<file path="src/rtl/irq_pkg.sv">
package irq_pkg;
  localparam int unsigned IRQ_ADDR_W = 4;
  localparam int unsigned IRQ_DATA_W = 8;
  localparam logic [IRQ_ADDR_W-1:0] IRQ_ADDR_MASK  = 4'h1;
  localparam logic [IRQ_ADDR_W-1:0] IRQ_ADDR_EVENT = 4'h2;
endpackage

</file>
<file path="src/rtl/irq_bus_strobe.sv">
module irq_bus_strobe (
  input  logic clk,
  input  logic rst_n,
  input  logic cs_n,
  input  logic rd_n,
  input  logic wr_n,
  output logic rd_start_o,
  output logic wr_start_o
);
  logic rd_act, wr_act;
  logic rd_act_q, wr_act_q;
  logic rd_act_d, wr_act_d;

  assign rd_act = ~cs_n & ~rd_n & wr_n;
  assign wr_act = ~cs_n & ~wr_n & rd_n;

  always_comb begin
    rd_act_d = rd_act;
    wr_act_d = wr_act;
  end

  always_ff @(posedge clk or negedge rst_n) begin
    if (!rst_n) begin
      rd_act_q <= 1'b0;
      wr_act_q <= 1'b0;
    end else begin
      rd_act_q <= rd_act_d;
      wr_act_q <= wr_act_d;
    end
  end

  assign rd_start_o = rd_act & ~rd_act_q;
  assign wr_start_o = wr_act & ~wr_act_q;


  rd_once_chk: assert property (@(posedge clk) disable iff (!rst_n)
    rd_start_o |=> !rd_start_o);

  wr_once_chk: assert property (@(posedge clk) disable iff (!rst_n)
    wr_start_o |=> !wr_start_o);
endmodule

</file>
<file path="src/rtl/irq_txe_detect.sv">
module irq_txe_detect (
  input  logic clk,
  input  logic rst_n,
  input  logic tx_mode_i,
  input  logic fifo_empty_i,
  input  logic shift_empty_i,
  output logic set_o
);
  logic cond, cond_q, cond_d;

  assign cond = tx_mode_i & fifo_empty_i & shift_empty_i;

  always_comb cond_d = cond;

  always_ff @(posedge clk or negedge rst_n) begin
    if (!rst_n) cond_q <= 1'b0;
    else        cond_q <= cond_d;
  end

  assign set_o = cond & ~cond_q;


  txe_single_chk: assert property (@(posedge clk) disable iff (!rst_n)
    set_o |=> !set_o);

  txe_mode_chk: assert property (@(posedge clk) disable iff (!rst_n)
    !tx_mode_i |-> !set_o);
endmodule

</file>
<file path="src/rtl/irq_event_latch.sv">
module irq_event_latch #(
  parameter int unsigned W = 8
) (
  input  logic         clk,
  input  logic         rst_n,
  input  logic [W-1:0] set_i,
  input  logic         clr_i,
  output logic [W-1:0] ev_o
);
  logic [W-1:0] ev_q, ev_d;

  for (genvar i = 0; i < W; i++) begin : g_bit
    always_comb begin
      ev_d[i] = ev_q[i];
      if (clr_i)    ev_d[i] = 1'b0;
      if (set_i[i]) ev_d[i] = 1'b1;
    end


    set_wins_chk: assert property (@(posedge clk) disable iff (!rst_n)
      set_i[i] |=> ev_o[i]);

    clear_chk: assert property (@(posedge clk) disable iff (!rst_n)
      (clr_i && !set_i[i]) |=> !ev_o[i]);
  end

  always_ff @(posedge clk or negedge rst_n) begin
    if (!rst_n) ev_q <= '0;
    else        ev_q <= ev_d;
  end

  assign ev_o = ev_q;
endmodule

</file>
<file path="src/rtl/irq_event_unit.sv">
module irq_event_unit
  import irq_pkg::*;
#(
  parameter int unsigned ADDR_W = IRQ_ADDR_W,
  parameter int unsigned DATA_W = IRQ_DATA_W
) (
  input  logic              clk,
  input  logic              rst_n,
  input  logic              cs_n,
  input  logic              rd_n,
  input  logic              wr_n,
  input  logic [ADDR_W-1:0] addr_i,
  input  logic [DATA_W-1:0] wdata_i,
  output logic [DATA_W-1:0] rdata_o,
  input  logic [DATA_W-2:0] ev_pulse_i,
  input  logic              tx_mode_i,
  input  logic              tx_fifo_empty_i,
  input  logic              tx_shift_empty_i,
  output logic              irq_o
);
  localparam int unsigned TXE_BIT = DATA_W - 1;

  logic              rd_start, wr_start;
  logic              sel_mask, sel_event;
  logic              txe_set;
  logic [DATA_W-1:0] set_vec;
  logic [DATA_W-1:0] ev_q;
  logic [DATA_W-1:0] mask_q, mask_d;
  logic [DATA_W-1:0] rdata_q, rdata_d;
  logic              ev_clr;

  assign sel_mask  = (addr_i == ADDR_W'(IRQ_ADDR_MASK));
  assign sel_event = (addr_i == ADDR_W'(IRQ_ADDR_EVENT));

  irq_bus_strobe u_strobe (
    .clk        (clk),
    .rst_n      (rst_n),
    .cs_n       (cs_n),
    .rd_n       (rd_n),
    .wr_n       (wr_n),
    .rd_start_o (rd_start),
    .wr_start_o (wr_start)
  );

  irq_txe_detect u_txe (
    .clk           (clk),
    .rst_n         (rst_n),
    .tx_mode_i     (tx_mode_i),
    .fifo_empty_i  (tx_fifo_empty_i),
    .shift_empty_i (tx_shift_empty_i),
    .set_o         (txe_set)
  );

  assign set_vec = {txe_set, ev_pulse_i};
  assign ev_clr  = rd_start & sel_event;

  irq_event_latch #(.W(DATA_W)) u_latch (
    .clk   (clk),
    .rst_n (rst_n),
    .set_i (set_vec),
    .clr_i (ev_clr),
    .ev_o  (ev_q)
  );

  always_comb begin
    mask_d = mask_q;
    if (wr_start && sel_mask) mask_d = wdata_i;
  end

  always_comb begin
    rdata_d = rdata_q;
    if (rd_start) begin
      if (sel_mask)       rdata_d = mask_q;
      else if (sel_event) rdata_d = ev_q;
      else                rdata_d = '0;
    end
  end

  always_ff @(posedge clk or negedge rst_n) begin
    if (!rst_n) begin
      mask_q  <= '0;
      rdata_q <= '0;
    end else begin
      mask_q  <= mask_d;
      rdata_q <= rdata_d;
    end
  end

  assign rdata_o = rdata_q;
  assign irq_o   = |(ev_q & mask_q);


  mask_hold_chk: assert property (@(posedge clk) disable iff (!rst_n)
    !(wr_start && sel_mask) |=> $stable(mask_q));

  unmapped_zero_chk: assert property (@(posedge clk) disable iff (!rst_n)
    (rd_start && !sel_mask && !sel_event) |=> (rdata_o == '0));

  rdata_hold_chk: assert property (@(posedge clk) disable iff (!rst_n)
    !rd_start |=> $stable(rdata_o));

  irq_needs_mask_chk: assert property (@(posedge clk) disable iff (!rst_n)
    irq_o |-> (mask_q != '0));

  txe_bit_chk: assert property (@(posedge clk) disable iff (!rst_n)
    txe_set |=> ev_q[TXE_BIT]);
endmodule

</file>
<file path="config.mk">
export PLATFORM = sky130hd
export DESIGN_NAME = irq_event_unit
export DESIGN_NICKNAME = d
export VERILOG_FILES = /design/src/rtl/irq_pkg.sv /design/src/rtl/irq_bus_strobe.sv /design/src/rtl/irq_txe_detect.sv /design/src/rtl/irq_event_latch.sv /design/src/rtl/irq_event_unit.sv
export SDC_FILE = /design/constraint.sdc
export NUM_CORES = 1
export LEC_CHECK = 0
export ABC_CLOCK_PERIOD_IN_PS = 2660
export CELL_PAD_IN_SITES_DETAIL_PLACEMENT = 1
export CELL_PAD_IN_SITES_GLOBAL_PLACEMENT = 1
export CORE_MARGIN = 1.5
export CORE_UTILIZATION = 36
export CTS_CLUSTER_SIZE = 14
export DETAILED_ROUTE_END_ITERATION = 8
export GPL_TIMING_DRIVEN = 1
export HOLD_SLACK_MARGIN = 0.03
export PLACE_DENSITY = 0.83
export SYNTH_ARGS = -nofsm -noshare
export SYNTH_HDL_FRONTEND = slang
export SYNTH_HIERARCHICAL = 1
export SYNTH_SLANG_ARGS = --single-unit
</file>
<file path="constraint.sdc">
create_clock -name clk -period 2.66 [get_ports clk]
set_clock_uncertainty 0.2 [all_clocks]
set_input_delay 0.399 -clock clk [delete_from_list [all_inputs] [get_ports clk]]
set_output_delay 0.399 -clock clk [all_outputs]
set_load 0.02 [all_outputs]
</file>
==> qor.yml, run 1 <==
max_stage_delay_ps: 560
hold_path.class: "primary input to async pin"
finalWorstSetupSlack_ps: 397
grt_max_degree: 28
viasPerCell: 5.05
die_w_um: 59.3
clk_pin_slew_ps: 150
ys.flop_type: "dfrtp_1"
cts_made_buffers: 3
wl_um: 2720
antenna_left: 0
syn-num-nets: 103
met1Wirelength_um: 1180
path_delay_family: "buffers and inverters"
crit_type: "register to output port"
synth.top_cell.area_share: 0.591
ys_ff_latch: 27
critPathLaunch: "mask_q[6]"
io_buffer_count: 35
grt_pass1_vias: 895
grt_pass1_wl_um: 4350
firstDrtPassIters: 4
wl_met3_um: 122
crit_chain: "a22oi_1, nand4_1, clkdlybuf4s50_1"
post_cts_buffers: 0
start_util: 0.377
drv_slew: 0
drc_errors: 0
finalSetupTns_ps: 0
syn-cell-area_sq_mm: 0.00114
status: "finished, final reports clean"
worstPathArrival_ps: 1660
die-area_sq_mm: 0.00352
hold_buffers: 0
vias: 823
setup_violations: 0
synth_common_cells: "27 x dfrtp_1, 8 x a21o_1, 8 x a221o_1, 8 x and2b_4, 8 x mux2_1"
fin_nets: 147
cp_slowest_cell: "clkdlybuf4s50_1"
io_pins: 36
cp-start-kind: "register"
rsz0062_at_grt: "false"
die_height_um: 59.3
fin_crit_ps: 2260
htree_levels: 1
synth_edf_count: 0
cts_tree: "built"
clk_path_buf_depth: 2
peakVddDrop_mv: 0.261
fin_crit_sh: 0.851
cap_viol_max_count: 0
yosysTopAreaCell: "dfrtp_1"
worst-slew-pin-transition_ps: 434
insertion_delay_ps: 310
syn_avg_cell_area_sq_um: 15.0
yosysWarningCount: 6
top_layer: "met4"
critPathCaptureType: "output port"
ctsResizeCount: 0
whs_ps: 227
ys_types: 17
max_freq_mhz: 442
synth.most_common_cell: "dfrtp_1"
grt.total_usage: 0.170
yosys-top-cells-area: "dfrtp_1 59%, mux2_1 7.9%, a221o_1 7.0%, and2b_4 7.0%, a21o_1 5.3%"
ys_seq_area_frac: 0.591
cts_sinks: 27
diodes: 0
place_hpwl_um: 2080
areaGrowthSynthToFinish_pct: 40.5
gp_congestion: 0.787
async_flop_share: 1.00
routedWlPerCell_um: 16.7
drive_above_1_share: 0.185
reg2reg_from: "u_strobe/rd_act_q"
post-place-ws_ps: 117
critPathRequiredTime_ps: 2060
powerDensity_mw_per_mm2: 490
path_max_fanout: 3
gr-total-overflow: 0
hold_viol: 0
met2_length_um: 1350
row_count: 20
p_leak_nw: 0.671
slew_headroom: 0.710
syn_inst: 76
clockRootBuffer: "clkbuf_4"
crit_buf_inv: 1
core_sq_mm: 0.00303
drt-initial-drc-count: 19
antenna_found_initial: 0
-- layer usage --
| layer | GRT usage | up-vias |
|---|---|---|
| met5 | 0 | - |
| met4 | 0.0909 | 0 |
| met3 | 0.0240 | 6 |
| met2 | 0.287 | 31 |
| met1 | 0.209 | 403 |
| li1 | - | 383 |
-- worst reg2reg max path: cells and delay by family (launching register included) --
family	cells	cell delay, ps
compound gates	1	180
buf+inv	1	190
flops	1	410
simple gates	3	980
-- registers in the layout, indices dropped and copies added, names as in the netlist --
| name | count |
|---|---|
| mask_q | 8 |
| rdata_o | 8 |
| u_latch/ev_o | 8 |
| u_strobe/rd_act_q | 1 |
| u_strobe/wr_act_q | 1 |
| u_txe/cond_q | 1 |
-- cells by family after synthesis --
logic type | count (synthesis) | synth area share
AOI/OAI and AO/OA | 20 | 0.149
buffers and inverters | 1 | 0.00328
DFF | 27 | 0.591
muxes | 8 | 0.0789
and+or+nand+nor | 20 | 0.177
-- power by group --
part           switching [mW]  internal, mW
registers              0.0205         0.437
logic                  0.0590        0.0948
clock network           0.119        0.0562
total                   0.198         0.588
-- path summary, 6_finish.rpt --
check	end	slack, ps	cells past startpoint
max reg2reg	rdata_o[6]	640	5
max in group asynchronous	rdata_o[5]	1760	2
min	rdata_o[2]	230	2
max	irq_o	400	3
min reg2reg	u_latch/ev_o[7]	330	1
min in group clk	u_latch/ev_o[7]	330	1
-- final cells by class --
cell class | count | area (sq um)
Clock inverter | 1 | 5.00
Inverter | 1 | 3.75
Timing Repair Buffer | 39 | 380
Multi-Input combinational cell | 48 | 463
Fill cell | 302 | 1420
Tap cell | 44 | 55.1
Clock buffer | 3 | 22.5
Sequential cell | 27 | 676
-- per-stage QoR --
stage | cell area [sq um] | instances | util | power, mW
detailed placement | 1580 | 159 | 0.521 | 0.622
CTS | 1610 | 163 | 0.530 | 0.796
global placement | 1580 | 159 | 0.521 | 0.613
finish | 1610 | 163 | 0.530 | 0.786
floorplan | 1140 | 76 | - | 0.525
global route | 1610 | 163 | 0.530 | 0.826
-- layout by cell type, fill, tap and decap left out, drive strengths merged --
| cell type | n |
|---|---|
| nand4 | 1 |
| dfrtp | 27 |
| and4b | 1 |
| clkinv | 1 |
| clkdlybuf4s50 | 35 |
| and2b | 8 |
| buf | 4 |
| nand2 | 1 |
| a22oi | 4 |
| clkbuf | 3 |
| a221o | 8 |
| and3 | 1 |
| nor4b | 3 |
| a21o | 8 |
| inv | 1 |
| or3b | 1 |
| mux2 | 8 |
| nor3b | 4 |
No activity file was read; power rests on OpenSTA's default activity.
==> run 2, diff against run 1 <==
--- a/config.mk
+++ b/config.mk
@@ -6,15 +6,15 @@
 export NUM_CORES = 1
 export LEC_CHECK = 0
 export ABC_CLOCK_PERIOD_IN_PS = 2660
-export CELL_PAD_IN_SITES_DETAIL_PLACEMENT = 1
-export CELL_PAD_IN_SITES_GLOBAL_PLACEMENT = 1
-export CORE_MARGIN = 1.5
-export CORE_UTILIZATION = 36
+export CELL_PAD_IN_SITES_DETAIL_PLACEMENT = 0
+export CELL_PAD_IN_SITES_GLOBAL_PLACEMENT = 2
+export CORE_MARGIN = 2
+export CORE_UTILIZATION = 30
 export CTS_CLUSTER_SIZE = 14
 export DETAILED_ROUTE_END_ITERATION = 8
 export GPL_TIMING_DRIVEN = 1
 export HOLD_SLACK_MARGIN = 0.03
-export PLACE_DENSITY = 0.83
+export PLACE_DENSITY = 0.82
 export SYNTH_ARGS = -nofsm -noshare
 export SYNTH_HDL_FRONTEND = slang
 export SYNTH_HIERARCHICAL = 1
==> run 2 against run 1 <==
  * Setup slack got worse by 3.0 ps
  * Die area up 23%
  * Total power rose by 6.3%
  * Largest power group unchanged
==> qor.yml, run 2 (synthesis gave the netlist of run 1 again) <==
status: "finished, final reports clean"  # unchanged
firstDrtPassIters: 4  # unchanged
slew_headroom: 0.717  # was 0.710
cts_tree: "built"  # unchanged
hold_viol: 0  # unchanged
clkPwrFrac: 0.274  # was 0.222
io_pins: 36  # unchanged
seqPwrFrac: 0.544  # was 0.582
power_frac_comb: 0.182  # was 0.196
hold_buffers: 0  # unchanged
powerDensity_mw_per_mm2: 513  # was 490 mW/mm^2
gr-total-overflow: 0  # unchanged
utilization: 0.445  # was 0.530
path_max_fanout: 5  # was 3
drt-initial-drc-count: 34  # was 19
diodes: 0  # unchanged
start_util: 0.312  # was 0.377
fin_crit_sh: 0.852  # was 0.851
die-area_sq_mm: 0.00432  # was 0.00352 sq mm
die_w_um: 65.7  # was 59.3 um
layout_commonest_cell: "clkdlybuf4s50_1"  # unchanged
vias: 815  # was 823
clockRootBuffer: "clkbuf_8"  # was clkbuf_4
p_int_mw: 0.636  # was 0.588 mW
viasPerCell: 4.88  # was 5.05
crit_chain: "clkdlybuf4s50_1, nor4b_2, or3b_4, nor3b_4, buf_4, a221o_1"  # was a22oi_1, nand4_1, clkdlybuf4s50_1
worstPathArrival_ps: 2280  # was 1660 ps
cp-start-kind: "primary input"  # was register
final_cell_mix: "35 x clkdlybuf4s50_1, 27 x dfrtp_1"  # unchanged
routedWlPerCell_um: 14.5  # was 16.7 um
critPathCaptureType: "register"  # was output port
grt.total_usage: 0.125  # was 0.170
crit_buf_inv: 2  # was 1
grt_pass1_vias: 858  # was 895
max_freq_mhz: 441  # was 442 MHz
drc_errors: 0  # unchanged
setup_violations: 0  # unchanged
hold_path.class: "primary input to async pin"  # unchanged
areaGrowthSynthToFinish_pct: 42.6  # was 40.5%
clk_path_buf_depth: 2  # unchanged
switching_share: 0.239  # was 0.252
antenna_left: 0  # unchanged
core_sq_mm: 0.00366  # was 0.00303 sq mm
drive_above_1_share: 0.185  # unchanged
row_count: 22  # was 20
antenna_found_initial: 0  # unchanged
rsz0062_at_grt: "false"  # unchanged
cap_viol_max_count: 0  # unchanged
gp_congestion: 0.705  # was 0.787
worst-slew-pin-transition_ps: 423  # was 434 ps
htree_levels: 1  # unchanged
wl_um: 2430  # was 2720 um
p_sw_mw: 0.199  # was 0.198 mW
finalWorstSetupSlack_ps: 394  # was 397 ps
fin_nets: 147  # unchanged
cts_sinks: 27  # unchanged
cts_made_buffers: 3  # unchanged
whs_ps: 294  # was 227 ps
cp_slowest_cell: "clkdlybuf4s50_1"  # unchanged
post-place-ws_ps: 75.5  # was 117 ps
clk_pin_slew_ps: 90  # was 150 ps
power_mw: 0.836  # was 0.786 mW
post_cts_buffers: 0  # unchanged
path_delay_family: "simple AND/OR/NAND/NOR gates"  # was buffers and inverters
grt_pass1_wl_um: 4000  # was 4350 um
die_height_um: 65.7  # was 59.3 um
p_leak_nw: 0.678  # was 0.671 nW
drv_slew: 0  # unchanged
io_buffer_count: 35  # unchanged
ctsResizeCount: 0  # unchanged
max_stage_delay_ps: 480  # was 560 ps
fin_crit_ps: 2270  # was 2260 ps
place_hpwl_um: 1830  # was 2080 um
finalSetupTns_ps: 0  # unchanged
critPathRequiredTime_ps: 2670  # was 2060 ps
grt_max_degree: 28  # unchanged
insertion_delay_ps: 270  # was 310 ps
peakVddDrop_mv: 0.209  # was 0.261 mV
crit_type: "primary input to register"  # was register to output port
run 2: cell counts in the layout (fill, tap and decap cells not counted):
Identical to the previous run, type by type.
run 2: path summary, 6_finish.rpt:
path	start	end	slack, ps	cells past startpoint
setup reg to reg	u_strobe/rd_act_q	rdata_o[0]	640	5
max in group asynchronous	rst_n	u_strobe/wr_act_q	1700	2
setup / recovery	cs_n	rdata_o[0]	390	6
min in group clk	u_latch/ev_o[5]	u_latch/ev_o[5]	320	1
hold reg to reg	u_latch/ev_o[5]	u_latch/ev_o[5]	320	1
hold / removal	rst_n	rdata_o[2]	290	2
run 2: power by group through the flow:
stage | clock [mW] | sequential, mW | combinational (mW)
floorplan | 0 | 0.469 | 0.0558
global placement | 0 | 0.463 | 0.153
detailed placement | 0 | 0.464 | 0.155
CTS | 0.235 | 0.456 | 0.156
global route | 0.253 | 0.459 | 0.165
finish | 0.229 | 0.455 | 0.152
run 2: stage by stage:
stage	area, sq um	std cells
floorplan	1140	76
global placement	1580	163
detailed placement	1580	163
CTS	1630	167
global route	1630	167
finish	1630	167
run 2: worst register-to-register path: cells and delay by family (launching register included):
family,cells,cell delay [ps]
flip-flops,1,380
AO/OA/AOI/OAI,1,150
buffers and inverters,1,210
AND/OR/NAND/NOR,3,1030
run 2: routing by layer:
layer / part of all wire / global-route usage / vias to the layer above
li1: - / - / 379
met1: 0.45 / 0.159 / 415
met2: 0.50 / 0.213 / 21
met3: 0.050 / 0.0223 / 0
met4: 0 / 0.0391 / 0
met5: 0 / 0 / -
run 2: area by class of cell:
cell class / instances / area, sq um
clock buffer: 3 / 41.3
clock inverter: 1 / 5.00
fill: 350 / 2030
inverter: 1 / 3.75
multi-input combinational: 48 / 463
sequential: 27 / 676
tap: 48 / 60.1
timing repair buffer: 39 / 380
==> run 3, diff against run 2 <==
--- a/config.mk
+++ b/config.mk
@@ -15,6 +15,7 @@
 export GPL_TIMING_DRIVEN = 1
 export HOLD_SLACK_MARGIN = 0.03
 export PLACE_DENSITY = 0.82
+export SETUP_SLACK_MARGIN = 0.5
 export SYNTH_ARGS = -nofsm -noshare
 export SYNTH_HDL_FRONTEND = slang
 export SYNTH_HIERARCHICAL = 1
==> run 3 against run 2 <==
  * Count of clock-buffer cells in the layout is the same
  * Critical path type unchanged
  * Clock power grew 4%
  * Via count grew 0.61%
  * Final area grew 1.1%
  * Register-to-register slack gained 60 ps
  * Hold slack lost 82 ps
  * Critical path depth shrank 2
  * First-iteration DRC count grew 12%
  * Core utilization grew 0.48 points
  * Sequential share of layout area shrank 0.44 points
==> qor.yml, run 3 (synthesis gave the netlist of run 1 again) <==
clockRootBuffer: "clkbuf_8"  # unchanged
vias: 820  # was 815
drv_slew: 0  # unchanged
antenna_left: 0  # unchanged
antenna_found_initial: 0  # unchanged
fin_crit_ps: 2000  # was 2270 ps
finalSetupTns_ps: 0  # unchanged
place_hpwl_um: 1890  # was 1830 um
cts_made_buffers: 3  # unchanged
cp_slowest_cell: "clkdlybuf4s50_1"  # unchanged
crit_buf_inv: 1  # was 2
routedWlPerCell_um: 15.1  # was 14.5 um
slew_headroom: 0.690  # was 0.717
finalWorstSetupSlack_ps: 658  # was 394 ps
io_pins: 36  # unchanged
crit_type: "primary input to register"  # unchanged
areaGrowthSynthToFinish_pct: 44.1  # was 42.6%
io_buffer_count: 35  # unchanged
critPathRequiredTime_ps: 2620  # was 2670 ps
drive_above_1_share: 0.192  # was 0.185
cp-start-kind: "primary input"  # unchanged
insertion_delay_ps: 270  # about the same
firstDrtPassIters: 4  # unchanged
max_freq_mhz: 499  # was 441 MHz
htree_levels: 1  # unchanged
gp_congestion: 0.674  # was 0.705
hold_viol: 0  # unchanged
placed_area_sq_mm: 0.00160  # was 0.00158 sq mm
status: "finished, final reports clean"  # unchanged
clk_pin_slew_ps: 100  # was 90 ps
nFillCells: 361  # was 350
wl_um: 2530  # was 2430 um
setup_violations: 0  # unchanged
drc_errors: 0  # unchanged
drt-initial-drc-count: 38  # was 34
fin_nets: 148  # was 147
peakVddDrop_mv: 0.399  # was 0.209 mV
design_area_sq_mm: 0.00165  # was 0.00163 sq mm
layout.cells.non_filler: 168  # was 167
final_cell_mix: "31 x clkdlybuf4s50_1, 27 x dfrtp_1"  # was 35 x clkdlybuf4s50_1, 27 x dfrtp_1
cap_viol_max_count: 0  # unchanged
core_sq_mm: 0.00366  # unchanged
row_count: 22  # unchanged
cts_tree: "built"  # unchanged
worstPathArrival_ps: 1960  # was 2280 ps
diodes: 0  # unchanged
critPathCaptureType: "register"  # unchanged
crit_chain: "clkdlybuf4s50_1, nor4b_1, nand2_1, mux2_1"  # was clkdlybuf4s50_1, nor4b_2, or3b_4, nor3b_4, buf_4, a221o_1
grt_max_degree: 28  # unchanged
post_cts_buffers: 0  # unchanged
die-area_sq_mm: 0.00432  # unchanged
gr-total-overflow: 0  # unchanged
post-place-ws_ps: 142  # was 75.5 ps
grt_pass1_vias: 885  # was 858
die_w_um: 65.7  # unchanged
die_height_um: 65.7  # unchanged
hold_buffers: 0  # unchanged
rsz0062_at_grt: "false"  # unchanged
dp.cells: 164  # was 163
cts_sinks: 27  # unchanged
clk_path_buf_depth: 2  # unchanged
fin_crit_sh: 0.753  # was 0.852
path_max_fanout: 8  # was 5
path_delay_family: "simple AND/OR/NAND/NOR gates"  # unchanged
max_stage_delay_ps: 540  # was 480 ps
grt.total_usage: 0.133  # was 0.125
layout_commonest_cell: "clkdlybuf4s50_1"  # unchanged
powerDensity_mw_per_mm2: 511  # was 513 mW/mm^2
worst-slew-pin-transition_ps: 463  # was 423 ps
p_leak_nw: 0.696  # was 0.678 nW
hold_path.class: "primary input to register"  # was primary input to async pin
grt_pass1_wl_um: 4280  # was 4000 um
start_util: 0.312  # unchanged
viasPerCell: 4.88  # about the same
whs_ps: 212  # was 294 ps
## run 3: timing repair
item	4_1_cts	5_1_grt
resized for setup	3	1
hold endpoints to repair	0	0
pin swaps	0	1
setup endpoints to repair	17	16
## run 3: power breakdown
part / internal (mW) / switching [mW]
registers: 0.437 / 0.0190
logic: 0.0905 / 0.0582
clock network: 0.106 / 0.131
## run 3: metrics by stage
| stage | power [mW] | utilization |
|---|---|---|
| final | 0.842 | 0.450 |
| after global routing | 0.888 | 0.450 |
| after CTS | 0.857 | 0.449 |
| after detailed placement | 0.621 | 0.437 |
| after global placement | 0.617 | 0.437 |
| after floorplan | 0.526 | - |
## run 3: path summary, 6_finish.rpt
path                                    from           endpoint  slack, ps  cells after the start
max in group asynchronous              rst_n          mask_q[0]       1720                      2
min in group asynchronous              rst_n    u_latch/ev_o[6]        280                      2
max reg2reg                u_strobe/rd_act_q         rdata_o[2]        700                      5
min                                     rd_n  u_strobe/rd_act_q        210                      2
min reg2reg                  u_latch/ev_o[3]    u_latch/ev_o[3]        320                      1
max                                addr_i[0]          mask_q[6]        660                      4
## run 3: layer usage
metal / vias up / share of wire / GRT usage
met4: 0 / 0.0055 / 0.0313
met3: 2 / 0.061 / 0.0377
met2: 28 / 0.50 / 0.220
met5: - / 0 / 0
li1: 383 / - / -
met1: 407 / 0.44 / 0.172
## run 3: layout make-up
cell class / count / area [sq um] / area share
clock buffer: 3 / 41.3 / 0.0251
sequential: 27 / 676 / 0.410
timing repair buffer: 40 / 387 / 0.235
tap: 48 / 60.1 / 0.0365
clock inverter: 1 / 7.51 / 0.00456
inverter: 1 / 3.75 / 0.00228
multi-input combinational: 48 / 472 / 0.286
